**src/rtl/tmon_pkg.sv**
```systemverilog
package tmon_pkg;
   localparam int MAX_CH = 4;
   localparam int CH_W   = 2;
   localparam int ADDR_W = 8;
   localparam int BUS_W  = 32;

   localparam logic [ADDR_W-1:0] OFS_CTL   = 8'h04;
   localparam logic [ADDR_W-1:0] OFS_ROUTE = 8'h08;
   localparam logic [ADDR_W-1:0] OFS_PEND  = 8'h0C;
   localparam logic [ADDR_W-1:0] OFS_DATA  = 8'h20;
   localparam logic [ADDR_W-1:0] OFS_LVL   = 8'h40;
   localparam logic [ADDR_W-1:0] OFS_IDEB  = 8'h60;
   localparam logic [ADDR_W-1:0] OFS_SDEB  = 8'h64;
   localparam logic [ADDR_W-1:0] OFS_PCOOL = 8'h68;
   localparam logic [ADDR_W-1:0] OFS_PHOT  = 8'h6C;

   localparam int B_RUN  = 0;
   localparam int B_SRC  = 4;
   localparam int B_POL  = 8;
   localparam int B_IEN  = 0;
   localparam int B_GPIO = 4;
   localparam int B_RST  = 8;
   localparam int B_STAT = 8;

   typedef enum logic {SEQ_WAIT, SEQ_SCAN} seq_state_t;
endpackage

```
**src/rtl/tmon_regs.sv**
```systemverilog
module tmon_regs import tmon_pkg::*; #(
   parameter int N_CH   = 4,
   parameter int CODE_W = 12,
   parameter int DEB_W  = 8,
   parameter int PER_W  = 16
)(
   input  logic                         clk,
   input  logic                         rst_n,
   input  logic                         bus_wen,
   input  logic [ADDR_W-1:0]            bus_addr,
   input  logic [BUS_W-1:0]             bus_wdata,
   output logic [BUS_W-1:0]             bus_rdata,
   input  logic [N_CH-1:0][CODE_W-1:0]  ch_data,
   input  logic [N_CH-1:0]              ch_pend,
   input  logic [N_CH-1:0]              ch_shut,
   output logic                         run,
   output logic                         pol_hi,
   output logic [N_CH-1:0]              src_en,
   output logic [N_CH-1:0]              irq_en,
   output logic [N_CH-1:0]              to_gpio,
   output logic [N_CH-1:0]              to_rst,
   output logic [N_CH-1:0][CODE_W-1:0]  lvl,
   output logic [DEB_W-1:0]             int_lim,
   output logic [DEB_W-1:0]             shut_lim,
   output logic [PER_W-1:0]             per_cool,
   output logic [PER_W-1:0]             per_hot,
   output logic [N_CH-1:0]              pend_clr
);
   always_ff @(posedge clk or negedge rst_n) begin
      if (!rst_n) begin
         run      <= 1'b0;
         pol_hi   <= 1'b0;
         src_en   <= '0;
         irq_en   <= '0;
         to_gpio  <= '0;
         to_rst   <= '0;
         lvl      <= '0;
         int_lim  <= '0;
         shut_lim <= '0;
         per_cool <= '0;
         per_hot  <= '0;
      end else if (bus_wen) begin
         if (bus_addr == OFS_CTL) begin
            run    <= bus_wdata[B_RUN];
            src_en <= bus_wdata[B_SRC +: N_CH];
            pol_hi <= bus_wdata[B_POL];
         end
         if (bus_addr == OFS_ROUTE) begin
            irq_en  <= bus_wdata[B_IEN  +: N_CH];
            to_gpio <= bus_wdata[B_GPIO +: N_CH];
            to_rst  <= bus_wdata[B_RST  +: N_CH];
         end
         if (bus_addr == OFS_IDEB)  int_lim  <= bus_wdata[DEB_W-1:0];
         if (bus_addr == OFS_SDEB)  shut_lim <= bus_wdata[DEB_W-1:0];
         if (bus_addr == OFS_PCOOL) per_cool <= bus_wdata[PER_W-1:0];
         if (bus_addr == OFS_PHOT)  per_hot  <= bus_wdata[PER_W-1:0];
         for (int c = 0; c < N_CH; c++) begin
            if (bus_addr == OFS_LVL + ADDR_W'(4*c)) lvl[c] <= bus_wdata[CODE_W-1:0];
         end
      end
   end

   always_comb begin
      pend_clr = '0;
      if (bus_wen && bus_addr == OFS_PEND) pend_clr = bus_wdata[N_CH-1:0];
   end

   always_comb begin
      bus_rdata = '0;
      case (bus_addr)
         OFS_CTL: begin
            bus_rdata[B_RUN]         = run;
            bus_rdata[B_SRC +: N_CH] = src_en;
            bus_rdata[B_POL]         = pol_hi;
         end
         OFS_ROUTE: begin
            bus_rdata[B_IEN  +: N_CH] = irq_en;
            bus_rdata[B_GPIO +: N_CH] = to_gpio;
            bus_rdata[B_RST  +: N_CH] = to_rst;
         end
         OFS_PEND: begin
            bus_rdata[N_CH-1:0] = ch_pend;
            bus_rdata[B_STAT]   = |ch_shut;
         end
         OFS_IDEB:  bus_rdata[DEB_W-1:0] = int_lim;
         OFS_SDEB:  bus_rdata[DEB_W-1:0] = shut_lim;
         OFS_PCOOL: bus_rdata[PER_W-1:0] = per_cool;
         OFS_PHOT:  bus_rdata[PER_W-1:0] = per_hot;
         default: begin
            for (int c = 0; c < N_CH; c++) begin
               if (bus_addr == OFS_DATA + ADDR_W'(4*c)) bus_rdata[CODE_W-1:0] = ch_data[c];
               if (bus_addr == OFS_LVL  + ADDR_W'(4*c)) bus_rdata[CODE_W-1:0] = lvl[c];
            end
         end
      endcase
   end
endmodule

```
**src/rtl/tmon_seq.sv**
```systemverilog
module tmon_seq import tmon_pkg::*; #(
   parameter int N_CH      = 4,
   parameter int PER_W     = 16,
   parameter int PRESC_DIV = 4
)(
   input  logic              clk,
   input  logic              rst_n,
   input  logic              run,
   input  logic [N_CH-1:0]   src_en,
   input  logic [PER_W-1:0]  per_cool,
   input  logic [PER_W-1:0]  per_hot,
   input  logic              hot,
   input  logic              adc_done,
   output logic              adc_start,
   output logic [CH_W-1:0]   adc_chan,
   output logic              accept
);
   localparam int             PS_W = (PRESC_DIV > 1) ? $clog2(PRESC_DIV) : 1;
   localparam logic [CH_W-1:0] LAST = CH_W'(N_CH - 1);

   seq_state_t       state;
   logic [CH_W-1:0]  idx;
   logic [PER_W-1:0] cnt;
   logic [PER_W-1:0] lim;
   logic [PER_W-1:0] span;
   logic             tick;

   assign lim  = hot ? per_hot : per_cool;
   assign span = (lim == '0) ? PER_W'(1) : lim;

   generate
      if (PRESC_DIV == 1) begin : g_nodiv
         assign tick = run && (state == SEQ_WAIT);
      end else begin : g_div
         logic [PS_W-1:0] ps;
         always_ff @(posedge clk or negedge rst_n) begin
            if (!rst_n) ps <= '0;
            else if (run) begin
               if (state == SEQ_SCAN || ps == PS_W'(PRESC_DIV - 1)) ps <= '0;
               else ps <= ps + PS_W'(1);
            end
         end
         assign tick = run && (state == SEQ_WAIT) && (ps == PS_W'(PRESC_DIV - 1));
      end
   endgenerate

   always_ff @(posedge clk or negedge rst_n) begin
      if (!rst_n) begin
         state <= SEQ_WAIT;
         idx   <= '0;
         cnt   <= '0;
      end else if (!run) begin
         state <= SEQ_WAIT;
         idx   <= '0;
      end else begin
         case (state)
            SEQ_WAIT: if (tick) begin
               if (cnt >= span - PER_W'(1)) begin
                  cnt   <= '0;
                  idx   <= '0;
                  state <= SEQ_SCAN;
               end else begin
                  cnt <= cnt + PER_W'(1);
               end
            end
            SEQ_SCAN: if (!src_en[idx] || adc_done) begin
               if (idx == LAST) begin
                  state <= SEQ_WAIT;
                  cnt   <= '0;
               end else begin
                  idx <= idx + CH_W'(1);
               end
            end
            default: state <= SEQ_WAIT;
         endcase
      end
   end

   assign adc_start = run && (state == SEQ_SCAN) && src_en[idx];
   assign adc_chan  = idx;
   assign accept    = adc_start && adc_done;

   AST_TICK_WAIT: assert property (@(posedge clk) disable iff (!rst_n)
      tick |-> (state == SEQ_WAIT && run)) else $error("tick outside wait");
endmodule

```
**src/rtl/tmon_chan.sv**
```systemverilog
module tmon_chan #(
   parameter int CODE_W = 12,
   parameter int DEB_W  = 8
)(
   input  logic              clk,
   input  logic              rst_n,
   input  logic              sample,
   input  logic [CODE_W-1:0] code,
   input  logic [CODE_W-1:0] lvl,
   input  logic [DEB_W-1:0]  int_lim,
   input  logic [DEB_W-1:0]  shut_lim,
   input  logic              pend_clr,
   output logic [CODE_W-1:0] data,
   output logic              over,
   output logic              pend,
   output logic              shut
);
   logic             past;
   logic [DEB_W-1:0] icnt, scnt, inxt, snxt;

   assign past = (code <= lvl);
   assign inxt = !past ? '0 : (icnt >= int_lim)  ? int_lim  : icnt + DEB_W'(1);
   assign snxt = !past ? '0 : (scnt >= shut_lim) ? shut_lim : scnt + DEB_W'(1);

   always_ff @(posedge clk or negedge rst_n) begin
      if (!rst_n) begin
         data <= '0;
         over <= 1'b0;
         icnt <= '0;
         scnt <= '0;
         pend <= 1'b0;
         shut <= 1'b0;
      end else begin
         if (sample) begin
            data <= code;
            over <= past;
            icnt <= inxt;
            scnt <= snxt;
         end
         pend <= (pend && !pend_clr) || (sample && past && inxt >= int_lim);
         shut <= shut || (sample && past && snxt >= shut_lim);
      end
   end

   AST_STREAK_CLEAR: assert property (@(posedge clk) disable iff (!rst_n)
      (sample && code > lvl) |=> (icnt == '0 && scnt == '0)) else $error("streak kept");
   AST_COUNT_CAP: assert property (@(posedge clk) disable iff (!rst_n)
      (sample && code <= lvl) |=> icnt <= $past(int_lim)) else $error("count past limit");
   AST_SHUT_LATCH: assert property (@(posedge clk) disable iff (!rst_n)
      shut |=> shut) else $error("shutdown dropped");
endmodule

```
**src/rtl/thermal_monitor.sv**
```systemverilog
module thermal_monitor import tmon_pkg::*; #(
   parameter int N_CH      = 4,
   parameter int CODE_W    = 12,
   parameter int DEB_W     = 8,
   parameter int PER_W     = 16,
   parameter int PRESC_DIV = 4
)(
   input  logic              clk,
   input  logic              rst_n,
   input  logic              bus_wen,
   input  logic [ADDR_W-1:0] bus_addr,
   input  logic [BUS_W-1:0]  bus_wdata,
   output logic [BUS_W-1:0]  bus_rdata,
   output logic              adc_start,
   output logic [CH_W-1:0]   adc_chan,
   input  logic              adc_done,
   input  logic [CODE_W-1:0] adc_code,
   output logic              irq,
   output logic              shut_gpio,
   output logic              shut_rst
);
   generate
      if (N_CH < 1 || N_CH > MAX_CH) begin : g_bad_ch
         $error("N_CH must lie in 1..4");
      end
      if (PRESC_DIV < 1) begin : g_bad_div
         $error("PRESC_DIV must be at least 1");
      end
      if (CODE_W > 16 || DEB_W > 16 || PER_W > 16) begin : g_bad_w
         $error("register fields are at most 16 bits");
      end
   endgenerate

   logic                        run, pol_hi, hot, accept;
   logic [N_CH-1:0]             src_en, irq_en, to_gpio, to_rst, pend_clr;
   logic [N_CH-1:0]             ch_pend, ch_shut, ch_over;
   logic [N_CH-1:0][CODE_W-1:0] ch_data, lvl;
   logic [DEB_W-1:0]            int_lim, shut_lim;
   logic [PER_W-1:0]            per_cool, per_hot;

   tmon_regs #(.N_CH(N_CH), .CODE_W(CODE_W), .DEB_W(DEB_W), .PER_W(PER_W)) u_regs (
      .clk(clk), .rst_n(rst_n), .bus_wen(bus_wen), .bus_addr(bus_addr),
      .bus_wdata(bus_wdata), .bus_rdata(bus_rdata),
      .ch_data(ch_data), .ch_pend(ch_pend), .ch_shut(ch_shut),
      .run(run), .pol_hi(pol_hi), .src_en(src_en), .irq_en(irq_en),
      .to_gpio(to_gpio), .to_rst(to_rst), .lvl(lvl), .int_lim(int_lim),
      .shut_lim(shut_lim), .per_cool(per_cool), .per_hot(per_hot), .pend_clr(pend_clr)
   );

   tmon_seq #(.N_CH(N_CH), .PER_W(PER_W), .PRESC_DIV(PRESC_DIV)) u_seq (
      .clk(clk), .rst_n(rst_n), .run(run), .src_en(src_en),
      .per_cool(per_cool), .per_hot(per_hot), .hot(hot), .adc_done(adc_done),
      .adc_start(adc_start), .adc_chan(adc_chan), .accept(accept)
   );

   for (genvar c = 0; c < N_CH; c++) begin : g_ch
      tmon_chan #(.CODE_W(CODE_W), .DEB_W(DEB_W)) u_ch (
         .clk(clk), .rst_n(rst_n),
         .sample(accept && adc_chan == CH_W'(c)),
         .code(adc_code), .lvl(lvl[c]), .int_lim(int_lim), .shut_lim(shut_lim),
         .pend_clr(pend_clr[c]), .data(ch_data[c]), .over(ch_over[c]),
         .pend(ch_pend[c]), .shut(ch_shut[c])
      );
   end

   assign hot       = |ch_over;
   assign irq       = |(ch_pend & irq_en);
   assign shut_rst  = run && |(ch_shut & to_rst);
   assign shut_gpio = (run && |(ch_shut & to_gpio)) ? pol_hi : !pol_hi;

   AST_IDLE_NO_REQ: assert property (@(posedge clk) disable iff (!rst_n)
      !run |-> !adc_start) else $error("request while idle");
   AST_IDLE_QUIET: assert property (@(posedge clk) disable iff (!rst_n)
      !run |-> (shut_gpio == !pol_hi && !shut_rst)) else $error("shutdown while idle");
   AST_REQ_HELD: assert property (@(posedge clk) disable iff (!rst_n)
      (adc_start && !adc_done) |=> (!adc_start || $stable(adc_chan))) else $error("channel moved");
   AST_IRQ_SOURCE: assert property (@(posedge clk) disable iff (!rst_n)
      irq |-> |ch_pend) else $error("irq without pending");
endmodule

```
**config.mk**
```make
export PLATFORM = sky130hd
export DESIGN_NAME = thermal_monitor
export DESIGN_NICKNAME = d
export VERILOG_FILES = /design/src/rtl/tmon_pkg.sv /design/src/rtl/tmon_regs.sv /design/src/rtl/tmon_seq.sv /design/src/rtl/tmon_chan.sv /design/src/rtl/thermal_monitor.sv
export SDC_FILE = /design/constraint.sdc
export NUM_CORES = 1
export LEC_CHECK = 0
export BUFFER_PORTS_ARGS = -buffer_cell sky130_fd_sc_hd__buf_2
export CAP_MARGIN = 25
export CORE_MARGIN = 3
export CORE_UTILIZATION = 30
export DETAILED_ROUTE_END_ITERATION = 8
export HOLD_SLACK_MARGIN = 0.15
export SETUP_SLACK_MARGIN = 0.05
export SLEW_MARGIN = 30
export SYNTH_ARGS = -nofsm -noshare
export SYNTH_HDL_FRONTEND = slang
export SYNTH_SLANG_ARGS = --single-unit
```
**constraint.sdc**
```tcl
create_clock -name clk -period 5.5 [get_ports clk]
set_input_delay 0.825 -clock clk [delete_from_list [all_inputs] [get_ports clk]]
set_output_delay 0.825 -clock clk [all_outputs]
set_load 0.05 [all_outputs]
```
==> results summary, run 1 <==
The number of port buffers is 61. The starting density of the core is 30.65%. Clock-pin slew was measured on the worst setup and hold paths at 0.06 ns. The count of unique library cells instantiated by Yosys is 74. The overall routing resource usage is 17.35%.

The initial antenna violation count is 9. The aggregate routed wire length is 59220 um. At the worst endpoint, the required time is 5.90 ns.

The sum of net half-perimeters after detailed placement is 42760 um. At the pin with the least slew margin, the transition time is 1.009 ns. Of all nets on the critical path, the largest fanout is 12. The clock latency on the worst-skew pair came out at 0.54 ns. The most used flip-flop cell after synthesis is sky130_fd_sc_hd__dfrtp_1. The share of final-layout standard cells stronger than drive strength 1 is 14.43%. The total overflow left after global routing is 0.

Setup repair after global routing left no endpoint under its margin. The post-synthesis sequential area ratio came out at 33.96%. The count of state elements after synthesis came out at 259. TritonCTS built the clock tree. Yosys attributes the largest share of cell area to sky130_fd_sc_hd__dfrtp_1 (34%), sky130_fd_sc_hd__ha_1 (14%), sky130_fd_sc_hd__mux2_2 (6.8%). The post-synthesis average cell area came out at 8.923 um^2.

The die covers 66690 um^2. Clock tree synthesis inserted a total of 34 buffers. The number of vias per cell came out at 5.482. The run finished with clean final reports. The chip width came out at 258.2 um.

The synthesis-to-finish area growth came out at 12.59%. The number of warnings issued by yosys is 0. The detailed-route DRC error count is 0. The final critical delay including setup and external delays came out at 5.000 ns. The reported max-cap violation count is 0. The tightest hold path in the finished design has a slack of 0.2918 ns. The post-CTS setup buffer count is 0. The number of standard-cell rows in the floorplan is 91. By instance count, the leading cell after synthesis is sky130_fd_sc_hd__dfrtp_1. The count of routing violations after the opening detailed-route iteration is 1312.

The number of routed nets with antenna violations is 0. The static power due to leakage is 0.009685 uW. The number of pins exceeding their max-slew limit in the final report was 0. The setup TNS came out at 0 ns. The arrival time of data at the critical path endpoint came out at 5.40 ns. The maximum number of pins on one net before global-route repair is 130.

The instance count of the mapped netlist is 2139. The peak supply drop came out at 0.1900 mV. The post-synthesis instance area came out at 19090 um^2. The first TritonRoute pass finished after 5 iterations. The total number of H-tree levels is 2. The number of top-level design ports came out at 94. The maximum clock path buffer count came out at 3. The via count of the first global-routing pass is 16.34k. The utilization after layout came out at 34.50%. The share of Yosys cell area claimed by the top area cell type came out at 33.96%. STA classifies the critical path endpoint as a flip-flop. The post-route fraction of the period consumed by the critical path came out at 90.91%. In this run, synthesis inferred 0 flip-flops with an integrated enable. The library cell used as clock root buffer is sky130_fd_sc_hd__clkbuf_16. The total vias in the final route came out at 16.68k. The count of endpoints failing setup in the final report came out at 0. The net count of the finished layout is 2447.

The path class of the tightest hold or removal check is in -> async. The routability congestion estimate from global placement is 0.8871. In this run the power density over the cells is 252.8 nW/um^2.

Static timing analysis puts the maximum clock frequency at 0.2000 GHz. The number of cells upsized or downsized after cts came out at 0. The tree built by TritonCTS fans out to 259 sinks. Summed over all instances, the cell type with the most area after synthesis is sky130_fd_sc_hd__dfrtp_1.

Dividing the detail-routed wire length by the instance count gives 19.47 um. The category of the critical setup timing path is reg -> reg. The final hold violation count came to 0.

Total power for the finished layout comes to 5432 uW. By count the netlist is led by sky130_fd_sc_hd__dfrtp_1 (259), sky130_fd_sc_hd__nand2_1 (243), sky130_fd_sc_hd__ha_1 (207), sky130_fd_sc_hd__nor2_1 (168), sky130_fd_sc_hd__o21ai_0 (127). The worst-case clock skew is 0.01252 ns. The finished layout holds 3042 standard cells, fillers aside. The placeable core area came out at 62280 um^2. The cell count after placement is 2984. From bottom edge to top edge, the die measures 258.2 um. In this run, post-CTS hold repair placed 0 buffers.

The first-pass GRT wire length is 92400 um. STA classifies the critical path startpoint as a flip-flop. After synthesis, the share of flip-flops with an asynchronous set or reset is 100.0%. In this run the tightest slew margin relative to its limit is 32.58%.
registers in the layout (all words and copies together), names as in the netlist, 8 cells and up:
| signal | cells |
|---|---|
| g_ch.u_ch.data | 48 |
| u_regs.lvl | 48 |
| g_ch.u_ch.icnt | 32 |
| g_ch.u_ch.scnt | 32 |
| u_regs.per_cool | 16 |
| u_regs.per_hot | 16 |
| u_seq.cnt | 16 |
| u_regs.int_lim | 8 |
| u_regs.shut_lim | 8 |
worst max-delay path: stages (launching register included):
cell,delay (ns)
sky130_fd_sc_hd__dfrtp_1,0.43
sky130_fd_sc_hd__or4_4,0.67
sky130_fd_sc_hd__nand3_1,0.12
sky130_fd_sc_hd__nand2_1,0.14
sky130_fd_sc_hd__a221oi_1,0.40
sky130_fd_sc_hd__ha_1,0.26
sky130_fd_sc_hd__o211ai_1,0.20
sky130_fd_sc_hd__nor3b_2,0.31
sky130_fd_sc_hd__nand2_1,0.16
sky130_fd_sc_hd__nor2_1,0.15
sky130_fd_sc_hd__xor2_1,0.18
sky130_fd_sc_hd__mux2i_1,0.11
sky130_fd_sc_hd__ha_1,0.20
sky130_fd_sc_hd__a21oi_1,0.14
sky130_fd_sc_hd__nor2_1,0.07
sky130_fd_sc_hd__a2111oi_2,0.41
sky130_fd_sc_hd__nand3_1,0.23
sky130_fd_sc_hd__nand2b_2,0.33
sky130_fd_sc_hd__o311ai_0,0.36
area by class of cell:
cell class              instances  area, um^2
fillers                      6328       40790
repair buffers                110       693.2
multi-input cells            1660       11710
clock buffers                  48        1037
well taps                     837        1047
clock inverters                 8       67.56
flip-flops and latches        259        6481
inverters                     119       446.7
diodes                          1       2.502
metal layers:
layer / up-vias / GRT usage (%) / share of wire [%]
met4: 6 / 4.729 / 2.2
met2: 477 / 28.37 / 46
met5: - / 0 / 0.064
met1: 8252 / 23.51 / 45
met3: 92 / 3.235 / 6.7
li1: 7850 / - / -
stage by stage:
| stage | instance area [um^2] | worst slack [ns] |
|---|---|---|
| after global placement | 20350 | 0.5473 |
| after detailed placement | 20360 | 0.4183 |
| after global routing | 21490 | 0.08100 |
| after floorplan | 19140 | 1.035 |
| final | 21490 | 0.5000 |
| after CTS | 21460 | 0.4131 |
final timing paths:
kind / from / to / slack [ns] / depth (start not counted)
worst max-delay path: g_ch[1].u_ch.over$_DFFE_PN0P_ / u_seq.cnt[10]$_DFFE_PN0P_ / 0.50 / 18
worst min-delay path: rst_n / g_ch[0].u_ch.icnt[3]$_DFFE_PN0P_ / 0.29 / 1
worst max register to register: g_ch[1].u_ch.over$_DFFE_PN0P_ / u_seq.cnt[10]$_DFFE_PN0P_ / 0.50 / 18
worst min register to register: g_ch[1].u_ch.data[10]$_DFFE_PN0P_ / g_ch[1].u_ch.data[10]$_DFFE_PN0P_ / 0.48 / 2
max in group asynchronous: rst_n / u_regs.to_rst[2]$_DFFE_PN0P_ / 4.03 / 2
min in group clk: g_ch[1].u_ch.data[10]$_DFFE_PN0P_ / g_ch[1].u_ch.data[10]$_DFFE_PN0P_ / 0.48 / 2
report_power, final:
part | leakage [uW] | total, uW | switching, uW | internal (uW)
sequential | 0.00342 | 2050 | 77.5 | 1970
combinational | 0.00572 | 1160 | 711 | 451
clock | 0.000549 | 2220 | 871 | 1350
total | 0.00968 | 5430 | 1660 | 3770
cell usage in the layout, fill, tap and decap left out, types with 47 or more instances in the layout:
master and instances:
sky130_fd_sc_hd__buf_2 61, sky130_fd_sc_hd__o21ai_0 127, sky130_fd_sc_hd__a211oi_1 56, sky130_fd_sc_hd__nor2_1 167, sky130_fd_sc_hd__mux2_2 115, sky130_fd_sc_hd__nand2_1 242, sky130_fd_sc_hd__inv_1 119, sky130_fd_sc_hd__a21oi_1 112
sky130_fd_sc_hd__buf_4 47, sky130_fd_sc_hd__dfrtp_1 259, sky130_fd_sc_hd__ha_1 207
cells by family after synthesis:
family,synth area share [%]
flops,33.96
fa+ha+maj,13.57
buf+inv,5.323
other cells,0.01965
compound gates,20.35
xor+xnor,2.799
simple gates,15.77
mux,8.214
Power figures use the tool's default switching activity.
==> run 2, diff against run 1 <==
--- a/config.mk
+++ b/config.mk
@@ -5,12 +5,15 @@
 export SDC_FILE = /design/constraint.sdc
 export NUM_CORES = 1
 export LEC_CHECK = 0
+export ABC_AREA = 1
 export BUFFER_PORTS_ARGS = -buffer_cell sky130_fd_sc_hd__buf_2
 export CAP_MARGIN = 25
 export CORE_MARGIN = 3
 export CORE_UTILIZATION = 30
+export CTS_CLUSTER_SIZE = 10
 export DETAILED_ROUTE_END_ITERATION = 8
 export HOLD_SLACK_MARGIN = 0.15
+export PLACE_DENSITY = 0.54
 export SETUP_SLACK_MARGIN = 0.05
 export SLEW_MARGIN = 30
 export SYNTH_ARGS = -nofsm -noshare
==> run 2 against run 1 <==
  * First-iteration DRC count increased by 16%
  * Sequential share of layout area is 1.5 points higher
  * Combinational power is 16% lower
  * Utilization decreased by 0.23 points
  * Global-route usage grew 0.45 points
  * Synthesized cell count up 17%
  * Routed wire length down 3.7%
  * Sequential power down 2%
==> results summary, run 2 <==
The arrival time of data at the critical path endpoint is 4.94 ns (was 5.40 ns). The number of cells upsized or downsized after cts was 0 (unchanged). The worst setup path startpoint is g_ch[1].u_ch.over$_DFFE_PN0P_ (unchanged). The transition time at the pin with the least slew margin is 1.019 ns (was 1.009 ns). The post-synthesis instance area was 18280 um^2 (was 19090 um^2). The clock network fraction of total power came out at 42.4% (was 40.9%).

The number of routed nets with antenna violations is 0 (unchanged). The switching power total is 1587 uW (was 1660 uW). The total number of H-tree levels came out at 2 (unchanged).

The share of final-layout standard cells stronger than drive strength 1 came out at 6.413% (was 14.43%). The cell type with the highest aggregate area in the netlist is sky130_fd_sc_hd__dfrtp_1 (unchanged). The peak supply drop is 0.2330 mV (was 0.1900 mV). The post-cts hold buffer count is 0 (unchanged). The post-CTS setup buffer count came out at 0 (unchanged). The clock tree from TritonCTS was done (unchanged). The leftover overflow at the end of global routing is 0 (unchanged). The biggest cell delay along the critical path is 0.46 ns (was 0.67 ns).

The count of routing violations after the opening detailed-route iteration was 1526 (was 1312). The net count of the finished layout is 2820 (was 2447). The share of flip-flops with an asynchronous set or reset after synthesis came out at 100.0% (unchanged). The sum of net half-perimeters after detailed placement came out at 39800 um (was 42760 um). The instance count of the mapped netlist came out at 2509 (was 2139).

The first-pass GRT wire length is 89850 um (was 92400 um). The number of top-level design ports is 94 (unchanged). The count of endpoints failing setup in the final report is 0 (unchanged). The count of unique library cells instantiated by Yosys was 40 (was 74). Crit path cell chain: nor2_2, nand2_4, nand2_1, nand2_1, nor2_1, nand2_1, nor2_2, nand2_2, nand2_4, inv_4, ha_1, nand2_1, nor2_1, nand2_1, xor2_1, ha_1, nand2_1, o21ai_0, a21oi_1, nand3_1, nor2_1, inv_1, o21ai_0 (was or4_4, nand3_1, nand2_1, a221oi_1, ha_1, o211ai_1, nor3b_2, nand2_1, nor2_1, xor2_1, mux2i_1, ha_1, a21oi_1, nor2_1, a2111oi_2, nand3_1, nand2b_2, o311ai_0). Synth cell count leaders: sky130_fd_sc_hd__nand2_1 (775), sky130_fd_sc_hd__o21ai_0 (285), sky130_fd_sc_hd__inv_1 (272), sky130_fd_sc_hd__dfrtp_1 (259), sky130_fd_sc_hd__ha_1 (207) (was sky130_fd_sc_hd__dfrtp_1 (259), sky130_fd_sc_hd__nand2_1 (243), sky130_fd_sc_hd__ha_1 (207), sky130_fd_sc_hd__nor2_1 (168), sky130_fd_sc_hd__o21ai_0 (127)). The initial antenna violation count came out at 3 (was 9). The worst hold-check path type is in -> async (unchanged).

The clock latency on the worst-skew pair is 0.56 ns (was 0.54 ns). The TritonCTS sink count was 259 (unchanged). The number of standard-cell rows in the floorplan came out at 89 (was 91). The switching portion of total power is 30.76% (was 30.55%). The total power density per cell area is 252.2 nW/um^2 (was 252.8 nW/um^2). The setup TNS is 0 ns (unchanged).

The share of Yosys cell area claimed by the top area cell type was 35.46% (was 33.96%). The mean routed wirelength per cell came out at 17.02 um (was 19.47 um). The static power due to leakage is 0.01048 uW (was 0.009685 uW). The maximum clock path buffer count came to 3 (unchanged). The number of flops mapped to enable cells by yosys is 0 (unchanged). The leading cell type by number of instances after synthesis is sky130_fd_sc_hd__nand2_1 (was sky130_fd_sc_hd__dfrtp_1). The overall routing resource usage came out at 17.80% (was 17.35%). The post-synthesis sequential area ratio is 35.46% (was 33.96%). The post-synthesis average cell area was 7.286 um^2 (was 8.923 um^2). The TritonCTS buffer count is 35 (was 34). The die footprint came out at 63930 um^2 (was 66690 um^2). The routability congestion estimate from global placement is 0.8595 (was 0.8871). Largest registers: g_ch.u_ch.data: 48 flops, u_regs.lvl: 48 flops (unchanged).

The most frequently used flop master after synthesis was sky130_fd_sc_hd__dfrtp_1 (unchanged). The number of pins exceeding their max-slew limit in the final report was 0 (unchanged). The number of port buffers was 61 (unchanged). The nature of the critical path startpoint is a flip-flop (unchanged). The chip width came out at 252.8 um (was 258.2 um). The maximum number of pins on one net before global-route repair is 131 (was 130). The post-route fraction of the period consumed by the critical path is 81.36% (was 90.91%). The critical path capture point type is a flip-flop (unchanged). The maximum fanout count along the critical path came out at 16 (was 12). The portion of total power attributed to combinational logic came out at 18.8% (was 21.4%). The clock edge transition at the registers on the reported setup and hold paths is 0.05 ns (was 0.06 ns).

The non-filler instance count after layout came out at 3350 (was 3042). The endpoint required time on the critical path is 5.96 ns (was 5.90 ns). The cell count after placement was 3293 (was 2984).

The total vias in the final route is 16.84k (was 16.68k). Result of the run: finished, final reports clean (unchanged). The highest clock frequency the design can meet is 0.2235 GHz (was 0.2000 GHz). The number of vias per cell is 5.027 (was 5.482). The detailed-route DRC error count came out at 0 (unchanged).

Highest-count cells in the layout ignoring fill and taps: sky130_fd_sc_hd__nand2_1 (775), sky130_fd_sc_hd__o21ai_0 (285), sky130_fd_sc_hd__inv_1 (270) (was sky130_fd_sc_hd__dfrtp_1 (259), sky130_fd_sc_hd__nand2_1 (242), sky130_fd_sc_hd__ha_1 (207)). The cell that appears most often on the critical path is sky130_fd_sc_hd__nand2_1. The library cell used as clock root buffer was sky130_fd_sc_hd__clkbuf_16 (unchanged). Setup repair after global routing missed its margin: false (unchanged).

The category of the critical setup timing path is reg -> reg (unchanged). The worst flop-to-flop path startpoint is g_ch[1].u_ch.over$_DFFE_PN0P_ (unchanged). The via count of the first global-routing pass came out at 16.16k (was 16.34k). The final hold violation count is 0 (unchanged).

Largest cells by area after synthesis: sky130_fd_sc_hd__dfrtp_1 (35%), sky130_fd_sc_hd__nand2_1 (16%), sky130_fd_sc_hd__ha_1 (14%) (was sky130_fd_sc_hd__dfrtp_1 (34%), sky130_fd_sc_hd__ha_1 (14%), sky130_fd_sc_hd__mux2_2 (6.8%)). The sequential share of power is 38.8% (was 37.7%). The worst-case clock skew is 0.03554 ns (was 0.01252 ns). The synthesis-to-finish area growth is 11.92% (was 12.59%).

The count of state elements after synthesis is 259 (unchanged). The internal cell power is 3573 uW (was 3773 uW). The starting density of the core came to 30.63% (was 30.65%). The number of warnings issued by yosys is 0 (unchanged). The reported max-cap violation count came to 0 (unchanged). The aggregate routed wire length is 57030 um (was 59220 um). The die extent in y came to 252.8 um (was 258.2 um). The most frequent standard cell in the layout excluding fill and tap cells is sky130_fd_sc_hd__nand2_1 (was sky130_fd_sc_hd__dfrtp_1).

The final critical delay including setup and external delays is 4.475 ns (was 5.000 ns). The length of the first detailed-routing pass in iterations is 5 (unchanged). The slowest cell on the critical path is sky130_fd_sc_hd__nor2_2 (was sky130_fd_sc_hd__or4_4).

The placeable core area came out at 59690 um^2 (was 62280 um^2). The worst slew slack as a fraction of its limit is 31.55% (was 32.58%).
run 2: final cells by class:
cell class              instances  area, um^2
diodes                          4       10.01
clock buffers                  45       963.4
multi-input cells            1906       10420
fillers                      6307       39230
well taps                     773       967.2
flip-flops and latches        259        6481
clock inverters                 8       111.4
inverters                     274        1031
repair buffers                 81       478.0
run 2: metrics by stage:
| step | instance area [um^2] | power (uW) | util (%) | setup slack [ns] | hold slack (ns) |
|---|---|---|---|---|---|
| 3_5_place_dp | 19370 | 3010 | 32.46 | 0.9899 | 0.4663 |
| 6_report | 20460 | 5161 | 34.28 | 1.025 | 0.2563 |
| 3_3_place_gp | 19370 | 2983 | 32.46 | 1.118 | 0.4632 |
| 4_1_cts | 20450 | 5232 | 34.26 | 1.004 | 0.2612 |
| 2_1_floorplan | 18340 | 2718 | - | 2.104 | 0.4491 |
| 5_1_grt | 20450 | 5459 | 34.26 | 0.5500 | 0.2742 |
run 2: critical path: cells and delay by family (launching register included):
family          cells  cell delay (ns)
compound gates      3             0.45
buf+inv             2             0.32
xor+xnor            1             0.16
simple gates       15             2.61
flops               1             0.38
fa+ha+maj           2             0.46
run 2: power by group through the flow:
stage          Clock, uW  Combinational, uW  Sequential, uW
2_1_floorplan          0                697            2020
3_3_place_gp           0                951            2030
3_5_place_dp           0                976            2030
4_1_cts             2250                980            2000
5_1_grt             2320               1130            2010
6_report            2190                972            2000
run 2: cell families after synthesis:
group                      after synthesis  share of synthesized area [%]
buffers and inverters                  359                          7.878
adders and majority gates              207                          14.17
and+or+nand+nor                       1166                          26.30
DFF                                    259                          35.46
xor gates and xnor gates                58                          2.779
other                                    1                        0.02051
AOI/OAI and AO/OA                      459                          13.39
run 2: path summary, 6_finish.rpt:
path | end | slack (ns) | cells after the start
min | g_ch[3].u_ch.data[8]$_DFFE_PN0P_ | 0.26 | 1
max in group asynchronous | u_regs.int_lim[6]$_DFFE_PN0P_ | 4.02 | 2
max reg2reg | u_seq.cnt[10]$_DFFE_PN0P_ | 1.03 | 23
min reg2reg | g_ch[1].u_ch.data[9]$_DFFE_PN0P_ | 0.47 | 2
min in group clk | g_ch[1].u_ch.data[9]$_DFFE_PN0P_ | 0.47 | 2
max | u_seq.cnt[10]$_DFFE_PN0P_ | 1.03 | 23
run 2: per-layer routing:
metal  global-route usage (%)  vias to the layer above  part of all wire [%]
met1                    24.33                     8046                    47
met4                    5.437                        0                   2.6
met3                    2.588                       76                   5.1
met2                    29.16                      426                    46
li1                         -                     8294                     -
met5                        0                        -                     0
==> run 3, diff against run 2 <==
--- a/config.mk
+++ b/config.mk
@@ -13,7 +13,7 @@
 export CTS_CLUSTER_SIZE = 10
 export DETAILED_ROUTE_END_ITERATION = 8
 export HOLD_SLACK_MARGIN = 0.15
-export PLACE_DENSITY = 0.54
+export PLACE_DENSITY = 0.55
 export SETUP_SLACK_MARGIN = 0.05
 export SLEW_MARGIN = 30
 export SYNTH_ARGS = -nofsm -noshare
==> constraint.sdc (replaced) <==
create_clock -name clk -period 4 [get_ports clk]
set_input_delay 0.6 -clock clk [delete_from_list [all_inputs] [get_ports clk]]
set_output_delay 0.6 -clock clk [all_outputs]
set_load 0.05 [all_outputs]
==> run 3 against run 2 <==
  * Cell count rose by 1.7%
  * First-iteration DRC count fell by 11%
  * Routed wire length rose by 1.3%
  * Maximum frequency rose by 23%
==> results summary, run 3 (synthesized netlist as in run 2, its figures left out) <==
Result of the run: finished, final reports clean (unchanged). The static power due to leakage was 0.01081 uW (was 0.01048 uW). The cell with the most instances on the worst path is sky130_fd_sc_hd__nand2_1 (unchanged). The highest clock frequency the design can meet is 0.2739 GHz (was 0.2235 GHz). The antenna diode count came out at 0 (was 4).

The reg-to-reg endpoint is u_seq.adc_chan[1]$_DFFE_PN0P_ (was u_seq.cnt[10]$_DFFE_PN0P_). The length of the first detailed-routing pass in iterations is 5 (unchanged). The worst hold path terminates at u_regs.per_hot[15]$_DFFE_PN0P_. The arrival time of data at the critical path endpoint is 4.09 ns (was 4.94 ns). Counting instances, the worst hold path has a depth of 3.

The routability congestion estimate from global placement came out at 0.9091 (was 0.8595). The post-route fraction of the period consumed by the critical path came out at 91.26% (was 81.36%). The TritonCTS buffer count is 35 (unchanged). The critical path capture point type is a flip-flop (unchanged). The starting density of the core came out at 30.63% (unchanged).

The die footprint is 63930 um^2 (unchanged). The total power density per cell area came out at 343.7 nW/um^2 (was 252.2 nW/um^2). Highest-count cells in the layout ignoring fill and taps: sky130_fd_sc_hd__nand2_1 (775), sky130_fd_sc_hd__o21ai_0 (285), sky130_fd_sc_hd__inv_1 (271) (was sky130_fd_sc_hd__nand2_1 (775), sky130_fd_sc_hd__o21ai_0 (285), sky130_fd_sc_hd__inv_1 (270)). The clock tree from TritonCTS is done (unchanged).

The switching power total came out at 2198 uW (was 1587 uW). The TritonCTS sink count is 259 (unchanged). The mean routed wirelength per cell is 16.96 um (was 17.02 um). Crit path cell chain: nor2_4, buf_12, nand2_8, nand2_1, nand2_1, nor2_2, nand2_2, nor2_2, nand2_2, nand2_4, inv_4, ha_1, nand2_1, nor2_1, nand2_1, xor2_1, ha_1, nand2_1, o21ai_0, a21oi_1, nand3_2, o21ai_0, o21ai_0 (was nor2_2, nand2_4, nand2_1, nand2_1, nor2_1, nand2_1, nor2_2, nand2_2, nand2_4, inv_4, ha_1, nand2_1, nor2_1, nand2_1, xor2_1, ha_1, nand2_1, o21ai_0, a21oi_1, nand3_1, nor2_1, inv_1, o21ai_0).

The endpoint required time on the critical path came out at 4.44 ns (was 5.96 ns). The chip width is 252.8 um (unchanged). The share of final-layout standard cells stronger than drive strength 1 is 8.507% (was 6.413%). The detailed-route DRC error count came out at 0 (unchanged). The count of routing violations after the opening detailed-route iteration came to 1365 (was 1526).

The portion of total power attributed to combinational logic is 19.3% (was 18.8%). The worst-case clock skew came out at 0.02714 ns (was 0.03554 ns). The worst setup margin is 0.3497 ns (was 1.025 ns). The most frequent standard cell in the layout excluding fill and tap cells is sky130_fd_sc_hd__nand2_1 (unchanged). The number of vias per cell was 5.002 (was 5.027). The placeable core area came out at 59690 um^2 (unchanged).

The nature of the critical path startpoint is a flip-flop (unchanged). The register-to-register setup slack is 0.35 ns (was 1.03 ns). The cell family contributing the most delay on the critical path is simple AND/OR/NAND/NOR gates (unchanged). The switching portion of total power came out at 30.51% (was 30.76%).

The sequential share of power was 38.3% (was 38.8%). The non-filler instance count after layout is 3406 (was 3350). The number of top-level design ports came to 94 (unchanged). The final hold violation count was 0 (unchanged). The overall power consumption is 7203 uW (was 5161 uW). The leftover overflow at the end of global routing came to 0 (unchanged). The biggest cell delay along the critical path is 0.41 ns (was 0.46 ns). The final critical delay including setup and external delays came to 3.650 ns (was 4.475 ns). The worst hold path begins at bus_wdata[15]. The number of routed nets with antenna violations came out at 0 (unchanged). The worst flop-to-flop path startpoint was g_ch[0].u_ch.over$_DFFE_PN0P_ (was g_ch[1].u_ch.over$_DFFE_PN0P_). The maximum clock path buffer count was 3 (unchanged). The cell count after placement came out at 3347 (was 3293). The total number of H-tree levels is 2 (unchanged).

The transition time at the pin with the least slew margin came out at 0.9293 ns (was 1.019 ns). The utilization after layout came to 35.11% (was 34.28%). The path depth of the worst reg2reg path came out at 23 (unchanged). The library cell used as clock root buffer is sky130_fd_sc_hd__clkbuf_16 (unchanged). The synthesis-to-finish area growth is 14.64% (was 11.92%). Setup repair after global routing missed its margin: false (unchanged). The maximum number of pins on one net before global-route repair is 102 (was 131).

The clock latency on the worst-skew pair came out at 0.57 ns (was 0.56 ns). The via count of the first global-routing pass came to 16.43k (was 16.16k). The maximum fanout count along the critical path came out at 17 (was 16). The number of standard-cell rows in the floorplan is 89 (unchanged). The setup TNS came out at 0 ns (unchanged).

The count of endpoints failing setup in the final report is 0 (unchanged). The worst slew slack as a fraction of its limit was 37.90% (was 31.55%). Largest registers: g_ch.u_ch.data: 48 flops, u_regs.lvl: 48 flops (unchanged). The aggregate routed wire length is 57760 um (was 57030 um). The worst hold-check path type was in -> reg (was in -> async).

The number of port buffers is 61 (unchanged). The overall routing resource usage came out at 18.12% (was 17.80%). The peak supply drop came out at 0.3216 mV (was 0.2330 mV). The buffers plus inverters on the worst setup path is 2 (unchanged).

The internal cell power came to 5005 uW (was 3573 uW). The die extent in y is 252.8 um (unchanged). The post-placement setup slack was 0.1365 ns (was 0.9899 ns).

The sum of net half-perimeters after detailed placement came out at 41750 um (was 39800 um). The clock network fraction of total power is 42.4% (about the same). The category of the critical setup timing path is reg -> reg (unchanged). The initial antenna violation count is 0 (was 3). The slowest cell on the critical path is sky130_fd_sc_hd__dfrtp_1 (was sky130_fd_sc_hd__nor2_2). The reported max-cap violation count is 0 (unchanged). The clock edge transition at the registers on the reported setup and hold paths came out at 0.06 ns (was 0.05 ns). The number of pins exceeding their max-slew limit in the final report is 0 (unchanged). The net count of the finished layout is 2876 (was 2820). The first-pass GRT wire length is 91740 um (was 89850 um). The total vias in the final route was 17.04k (was 16.84k).
run 3: stage by stage:
step	hold slack (ns)	cell area, um^2
6_report	0.3013	20960
5_1_grt	0.3131	20960
4_1_cts	0.2811	20930
3_5_place_dp	0.4653	19820
3_3_place_gp	0.4628	19820
2_1_floorplan	0.3044	18340
run 3: power by group through the flow:
stage	registers, uW	clock network (uW)	logic [uW]
2_1_floorplan	2780	0	959
3_3_place_gp	2800	0	1360
3_5_place_dp	2800	0	1390
4_1_cts	2750	3130	1400
5_1_grt	2760	3240	1610
6_report	2760	3060	1390
run 3: cell type report:
cell class | instances | area [um^2]
clock buffers | 50 | 1002
clock inverters | 7 | 97.59
fillers | 6356 | 38730
inverters | 274 | 1031
multi-input cells | 1906 | 10440
flip-flops and latches | 259 | 6481
well taps | 773 | 967.2
repair buffers | 137 | 938.4
run 3: worst register-to-register path: stages, from the launching register on:
cell and delay (ns):
sky130_fd_sc_hd__dfrtp_1 0.41, sky130_fd_sc_hd__nor2_4 0.15, sky130_fd_sc_hd__buf_12 0.16, sky130_fd_sc_hd__nand2_8 0.12, sky130_fd_sc_hd__nand2_1 0.11, sky130_fd_sc_hd__nand2_1 0.11
sky130_fd_sc_hd__nor2_2 0.17, sky130_fd_sc_hd__nand2_2 0.09, sky130_fd_sc_hd__nor2_2 0.10, sky130_fd_sc_hd__nand2_2 0.10, sky130_fd_sc_hd__nand2_4 0.09, sky130_fd_sc_hd__inv_4 0.06
sky130_fd_sc_hd__ha_1 0.20, sky130_fd_sc_hd__nand2_1 0.12, sky130_fd_sc_hd__nor2_1 0.08, sky130_fd_sc_hd__nand2_1 0.07, sky130_fd_sc_hd__xor2_1 0.15, sky130_fd_sc_hd__ha_1 0.26
sky130_fd_sc_hd__nand2_1 0.07, sky130_fd_sc_hd__o21ai_0 0.10, sky130_fd_sc_hd__a21oi_1 0.19, sky130_fd_sc_hd__nand3_2 0.14, sky130_fd_sc_hd__o21ai_0 0.33, sky130_fd_sc_hd__o21ai_0 0.13
run 3: how the worst max path moves through the flow:
stage,startpoint,endpoint,slack (ns),cells after the start
2_1_floorplan,g_ch[0].u_ch.over$_DFFE_PN0P_,u_seq.cnt[15]$_DFFE_PN0P_,0.60,23
3_3_place_gp,g_ch[0].u_ch.over$_DFFE_PN0P_,u_seq.cnt[15]$_DFFE_PN0P_,0.22,24
3_5_place_dp,g_ch[0].u_ch.over$_DFFE_PN0P_,u_seq.cnt[15]$_DFFE_PN0P_,0.14,24
4_1_cts,g_ch[0].u_ch.over$_DFFE_PN0P_,u_seq.cnt[15]$_DFFE_PN0P_,0.12,24
5_1_grt,g_ch[0].u_ch.over$_DFFE_PN0P_,u_seq.cnt[5]$_DFFE_PN0P_,0.006,25
6_report,g_ch[0].u_ch.over$_DFFE_PN0P_,u_seq.adc_chan[1]$_DFFE_PN0P_,0.35,23
run 3: layer usage:
metal	share of wire (%)	GRT usage, %	vias to the layer above	wire length [um]
li1	-	-	8390	-
met1	46	24.69	8076	26390
met2	46	29.80	470	26480
met3	5.7	2.671	101	3312
met4	2.7	5.405	0	1578
met5	0	0	-	0
run 3: repair_timing:
action | in CTS | in global routing
setup buffers | 0 | 1
setup endpoints to repair | 0 | 18
hold buffers | 1 | 0
gates resized for setup | 0 | 6
endpoints found under the hold margin | 18 | 0
